## config.mk

```make
export PLATFORM = sky130hd
export DESIGN_NAME = irq_unit
export DESIGN_NICKNAME = d
export VERILOG_FILES = /design/src/rtl/irq_pkg.sv /design/src/rtl/irq_pend_bank.sv /design/src/rtl/irq_enable_reg.sv /design/src/rtl/irq_service_seq.sv /design/src/rtl/irq_unit.sv
export SDC_FILE = /design/constraint.sdc
export NUM_CORES = 1
export LEC_CHECK = 0
export ABC_AREA = 1
export BUFFER_PORTS_ARGS = -buffer_cell sky130_fd_sc_hd__buf_2
export CAP_MARGIN = 20
export CORE_MARGIN = 5
export CORE_UTILIZATION = 41
export CTS_CLUSTER_SIZE = 28
export DETAILED_ROUTE_END_ITERATION = 10
export GPL_TIMING_DRIVEN = 1
export PLACE_DENSITY = 0.88
export SKIP_CTS_REPAIR_TIMING = 1
export SLEW_MARGIN = 20
export SYNTH_ARGS = -nofsm -noshare
export SYNTH_HDL_FRONTEND = slang
export SYNTH_SLANG_ARGS = --single-unit
```

## constraint.sdc

```tcl
create_clock -name clk -period 3.04 [get_ports clk]
set_clock_uncertainty 0.1 [all_clocks]
set_input_delay 0.912 -clock clk [delete_from_list [all_inputs] [get_ports clk]]
set_output_delay 0.912 -clock clk [all_outputs]
set_load 0.005 [all_outputs]
```

## src/rtl/irq_pkg.sv

```systemverilog
// Package: shared sizes and the sequencer state type for the interrupt unit.
// Assumes one vector and a small number of sources (fits in one word).
package irq_pkg;
    parameter int          IRQ_SRC_CNT = 6;
    parameter int          IRQ_ADDR_W  = 12;
    parameter logic [11:0] IRQ_VECTOR  = 12'h001;

    typedef enum logic {
        SEQ_IDLE = 1'b0,
        SEQ_BUSY = 1'b1
    } seq_state_e;
endpackage

```

## src/rtl/irq_pend_bank.sv

```systemverilog
// Pending-flag bank: one sticky flag per source, set by a level event,
// cleared by a write-one mask. Assumes set has priority over clear.
module irq_pend_bank #(
    parameter int N = 6
) (
    input  logic         clk,
    input  logic         rst_n,
    input  logic [N-1:0] evt_i,
    input  logic [N-1:0] clr_i,
    output logic [N-1:0] pend_o
);
    generate
        for (genvar g = 0; g < N; g++) begin : g_flag
            logic flag_q;

            // Sticky flag: a new event beats a clear in the same cycle.
            always_ff @(posedge clk) begin
                if (!rst_n) flag_q <= 1'b0;
                else        flag_q <= evt_i[g] | (flag_q & ~clr_i[g]);
            end

            assign pend_o[g] = flag_q;

            AST_EVT_SETS_FLAG: assert property (@(posedge clk) disable iff (!rst_n)
                evt_i[g] |=> pend_o[g]);
            AST_FLAG_HOLDS: assert property (@(posedge clk) disable iff (!rst_n)
                (pend_o[g] && !clr_i[g]) |=> pend_o[g]);
            AST_CLEAR_WORKS: assert property (@(posedge clk) disable iff (!rst_n)
                (clr_i[g] && !evt_i[g]) |=> !pend_o[g]);
            AST_EVT_BEATS_CLR: assert property (@(posedge clk) disable iff (!rst_n)
                (clr_i[g] && evt_i[g]) |=> pend_o[g]);
        end
    endgenerate
endmodule

```

## src/rtl/irq_enable_reg.sv

```systemverilog
// Enable register: all bits replaced together on a write strobe.
// Assumes firmware always writes the full mask.
module irq_enable_reg #(
    parameter int N = 6
) (
    input  logic         clk,
    input  logic         rst_n,
    input  logic         we_i,
    input  logic [N-1:0] wdata_i,
    output logic [N-1:0] en_o
);
    logic [N-1:0] en_q;

    // Whole-register write on strobe.
    always_ff @(posedge clk) begin
        if (!rst_n)    en_q <= '0;
        else if (we_i) en_q <= wdata_i;
    end

    assign en_o = en_q;

    AST_EN_LOADS: assert property (@(posedge clk) disable iff (!rst_n)
        we_i |=> (en_o == $past(wdata_i)));
    AST_EN_STABLE: assert property (@(posedge clk) disable iff (!rst_n)
        !we_i |=> $stable(en_o));
endmodule

```

## src/rtl/irq_service_seq.sv

```systemverilog
// Service sequencer: decides acceptance at instruction boundaries and
// keeps the in-service flag that blocks nesting. Assumes the core raises
// reti_i together with boundary_i on the completing return instruction.
module irq_service_seq #(
    parameter int          N      = 6,
    parameter int          ADDR_W = 12,
    parameter logic [11:0] VECTOR = 12'h001
) (
    input  logic              clk,
    input  logic              rst_n,
    input  logic [N-1:0]      active_i,
    input  logic              boundary_i,
    input  logic              reti_i,
    output logic              call_req_o,
    output logic [ADDR_W-1:0] call_vec_o,
    output logic              insvc_o
);
    import irq_pkg::*;

    localparam logic [ADDR_W-1:0] VEC_W = ADDR_W'(VECTOR);

    seq_state_e state_q, state_d;
    logic       any_active;
    logic       accept;
    logic       release_ev;

    // Acceptance and release conditions.
    always_comb begin
        any_active = |active_i;
        accept     = boundary_i && (state_q == SEQ_IDLE) && any_active;
        release_ev = boundary_i && reti_i && (state_q == SEQ_BUSY);
    end

    // Next-state selection for the in-service flag.
    always_comb begin
        state_d = state_q;
        if (accept)          state_d = SEQ_BUSY;
        else if (release_ev) state_d = SEQ_IDLE;
    end

    // State register.
    always_ff @(posedge clk) begin
        if (!rst_n) state_q <= SEQ_IDLE;
        else        state_q <= state_d;
    end

    assign call_req_o = accept;
    assign call_vec_o = accept ? VEC_W : '0;
    assign insvc_o    = (state_q == SEQ_BUSY);

    AST_REQ_ON_BOUNDARY: assert property (@(posedge clk) disable iff (!rst_n)
        call_req_o |-> boundary_i);
    AST_VEC_VALUE: assert property (@(posedge clk) disable iff (!rst_n)
        call_req_o |-> (call_vec_o == VEC_W));
    AST_ACCEPT_LOCKS: assert property (@(posedge clk) disable iff (!rst_n)
        call_req_o |=> insvc_o);
    AST_NO_NESTING: assert property (@(posedge clk) disable iff (!rst_n)
        insvc_o |-> !call_req_o);
    AST_RETI_RELEASES: assert property (@(posedge clk) disable iff (!rst_n)
        (insvc_o && reti_i && boundary_i) |=> !insvc_o);
    AST_RETI_MIDINSTR: assert property (@(posedge clk) disable iff (!rst_n)
        (insvc_o && !boundary_i) |=> insvc_o);
endmodule

```

## src/rtl/irq_unit.sv

```systemverilog
// Interrupt unit top: pending bank, enable register and service sequencer.
// Assumes events are synchronous to clk and level-held by their sources.
module irq_unit #(
    parameter int          N_SRC  = irq_pkg::IRQ_SRC_CNT,
    parameter int          ADDR_W = irq_pkg::IRQ_ADDR_W,
    parameter logic [11:0] VECTOR = irq_pkg::IRQ_VECTOR
) (
    input  logic              clk,
    input  logic              rst_n,
    input  logic [N_SRC-1:0]  evt_i,
    input  logic [N_SRC-1:0]  clr_mask_i,
    input  logic              en_we_i,
    input  logic [N_SRC-1:0]  en_wdata_i,
    input  logic              instr_end_i,
    input  logic              reti_i,
    output logic [N_SRC-1:0]  pend_o,
    output logic [N_SRC-1:0]  en_o,
    output logic              insvc_o,
    output logic              call_req_o,
    output logic [ADDR_W-1:0] call_vec_o
);
    logic [N_SRC-1:0] active;

    irq_pend_bank #(.N(N_SRC)) u_pend (
        .clk    (clk),
        .rst_n  (rst_n),
        .evt_i  (evt_i),
        .clr_i  (clr_mask_i),
        .pend_o (pend_o)
    );

    irq_enable_reg #(.N(N_SRC)) u_en (
        .clk     (clk),
        .rst_n   (rst_n),
        .we_i    (en_we_i),
        .wdata_i (en_wdata_i),
        .en_o    (en_o)
    );

    // Sources that may request service.
    assign active = pend_o & en_o;

    irq_service_seq #(.N(N_SRC), .ADDR_W(ADDR_W), .VECTOR(VECTOR)) u_seq (
        .clk        (clk),
        .rst_n      (rst_n),
        .active_i   (active),
        .boundary_i (instr_end_i),
        .reti_i     (reti_i),
        .call_req_o (call_req_o),
        .call_vec_o (call_vec_o),
        .insvc_o    (insvc_o)
    );

    AST_REQ_NEEDS_ENABLED: assert property (@(posedge clk) disable iff (!rst_n)
        call_req_o |-> ((pend_o & en_o) != '0));
    AST_RESET_STATE: assert property (@(posedge clk)
        !rst_n |=> (pend_o == '0 && en_o == '0 && !insvc_o));
endmodule

```

==> impl_metrics.tcl <==
set metrics [dict create \
    gr-total-overflow 0 \
    final_layout_size_suffix_gt1_share_pct 36.9 \
    avgSynthCellArea_um2 7.23 \
    async_flop_share_pct 0 \
    gp_congestion 0.689 \
    numCtsBuffers 3 \
    worstSetupEndpointType "primary output" \
    clk_latency_ns 0.27 \
    dpl_cell_area_um2 751 \
    fin_setup_tns_ns 0 \
    grt_pass1_vias 578 \
    core_mm2 0.00149 \
    p_leak_nw 0.470 \
    clkTransAtPathRegs_ns 0.08 \
    cts-root-buf "clkbuf_4" \
    setup_violations 0 \
    maxCapViolCount 0 \
    nNetsFinal 146 \
    synth_largest_area_cell "dfxtp_1" \
    area_growth_pct 20.8 \
    synth_area_leaders "dfxtp_1, buf_4, nor2_1" \
    die_w_um 49.6 \
    synth_seq_cells 13 \
    max_freq_mhz 418 \
    hpwl_mm 1.20 \
    yosysUniqueCellTypes 12 \
    pwr-share-clk_pct 29.6 \
    synth-edff-count 0 \
    final_cells 138 \
    drc 0 \
    yosysSeqAreaShare_pct 40.5 \
    drv_slew 0 \
    pwr-share-comb_pct 17.0 \
    vias_per_cell 4.33 \
    synth_area_um2 643 \
    cp_max_fo 2 \
    p_int_uw 262 \
    power_uw 357 \
    via_count 597 \
    hp-class "register to register" \
    max-vdd-ir-drop_uv 217 \
    final_util_pct 52.2 \
    swShare_pct 26.6 \
    diodes 0 \
    status "complete, no violations" \
    die_area_mm2 0.00246 \
    ys.flop_type "dfxtp_1" \
    finalInstanceArea_um2 777 \
    ios 49 \
    initial_core_util_pct 43.2 \
    clockBufferDepth 2 \
    routed_wl_mm 1.43 \
    drt-wirelength-per-cell_um 10.3 \
    period_share_pct 78.6 \
    portBuffers 37 \
    grt_usage_pct 11.4 \
    antenna_found_initial 0 \
    worstSetupPathType "input port to primary output" \
    placed_cells 134 \
    synthMostInstantiatedCell "nor2_1" \
    p_switching_uw 95.0 \
    drt-initial-drc-count 10 \
    critical_path_required_ns 2.03 \
    rows 14 \
    final_antenna_net_count 0 \
    yosysWarnings 0 \
    netlist.area_leader.share_pct 40.5 \
    htree_levels 1 \
    power_density_mw_per_mm2 460 \
    cp.arrival_ns 1.38 \
    cts_sinks 13 \
    cts_tree "built" \
    p_seq_share_pct 53.4 \
    fill_cells 154 \
    start_kind "input port" \
    grt_pass1_wl_mm 2.24 \
    fin_crit_ns 2.39 \
    grt_max_degree 8 \
    rsz0062_at_grt "no" \
    hold_violations 0 \
    fp.dieH_um 49.6 \
    syn_inst 89 \
    synth_common_cells "nor2_1, buf_4, dfxtp_1" \
    drt_first_pass_iters 4 \
]
[logic make-up (layout without fill, tap and decap cells)]
kind of cell | after synthesis | in the layout | synth area share (%)
DFF | 13 | 13 | 40.5
buffers and inverters | 29 | 52 | 27.4
and+or+nand+nor | 33 | 33 | 20.8
other | 1 | 11 | 0.583
AOI/OAI and AO/OA | 13 | 13 | 10.7
[power by group through the flow]
stage          Clock [mW]  Combinational [mW]  Sequential (mW)
4_1_cts             0.108              0.0617            0.191
3_3_place_gp            0              0.0594            0.194
6_report            0.106              0.0608            0.191
5_1_grt             0.114              0.0691            0.193
3_5_place_dp            0              0.0614            0.195
2_1_floorplan           0              0.0458            0.194
[per-layer routing]
metal,GRT usage [%],share of wire (%),vias up
li1,-,-,309
met1,11.4,39,253
met2,21.0,47,35
met3,4.52,14,0
met4,3.93,0,0
met5,0,0,-
[placed cells by master (no fill, tap or decap), drive strengths merged]
cell and instances:
dfxtp 13, a21oi 7, o21ai 6, inv 11, conb 11, clkbuf 4
nor2 20, nand2 13, buf 37
[final timing paths]
| path | from | end | slack [ns] | depth (start not counted) |
|---|---|---|---|---|
| worst max register to register | u_pend.g_flag[5].flag_q$_SDFF_PN0_ | u_seq.insvc_o$_SDFFE_PN0P_ | 2.12 | 6 |
| worst min register to register | u_pend.g_flag[0].flag_q$_SDFF_PN0_ | u_pend.g_flag[0].flag_q$_SDFF_PN0_ | 0.41 | 2 |
| worst min-delay path | u_pend.g_flag[0].flag_q$_SDFF_PN0_ | u_pend.g_flag[0].flag_q$_SDFF_PN0_ | 0.41 | 2 |
| worst max-delay path | instr_end_i | call_vec_o[0] | 0.65 | 6 |
[layout make-up]
type | instances | area, µm² | share of cell area, %
Clock buffer | 4 | 26.3 | 3.38
Tap cell | 16 | 20.0 | 2.58
Sequential cell | 13 | 260 | 33.5
Timing Repair Buffer | 37 | 185 | 23.8
Multi-Input combinational cell | 57 | 244 | 31.4
Inverter | 11 | 41.3 | 5.31
[stage by stage]
step / setup slack, ns / hold slack (ns)
floorplan: 0.764 / 0.379
global placement: 0.660 / 0.389
detailed placement: 0.639 / 0.394
CTS: 0.639 / 0.413
global route: 0.615 / 0.451
finish: 0.650 / 0.409
[state kept, by name, summed over array words and instances, names as in the netlist]
register / count
u_en.en_o: 6
u_seq.insvc_o: 1
u_pend.g_flag.flag_q: 6
[critical path, stage by stage]
cell and delay, ns:
buf_2 0.10, inv_1 0.09, nor2_4 0.04, nand2_2 0.07, inv_1 0.05, buf_2 0.12
Note: power is estimated with default switching activity, not from simulation.
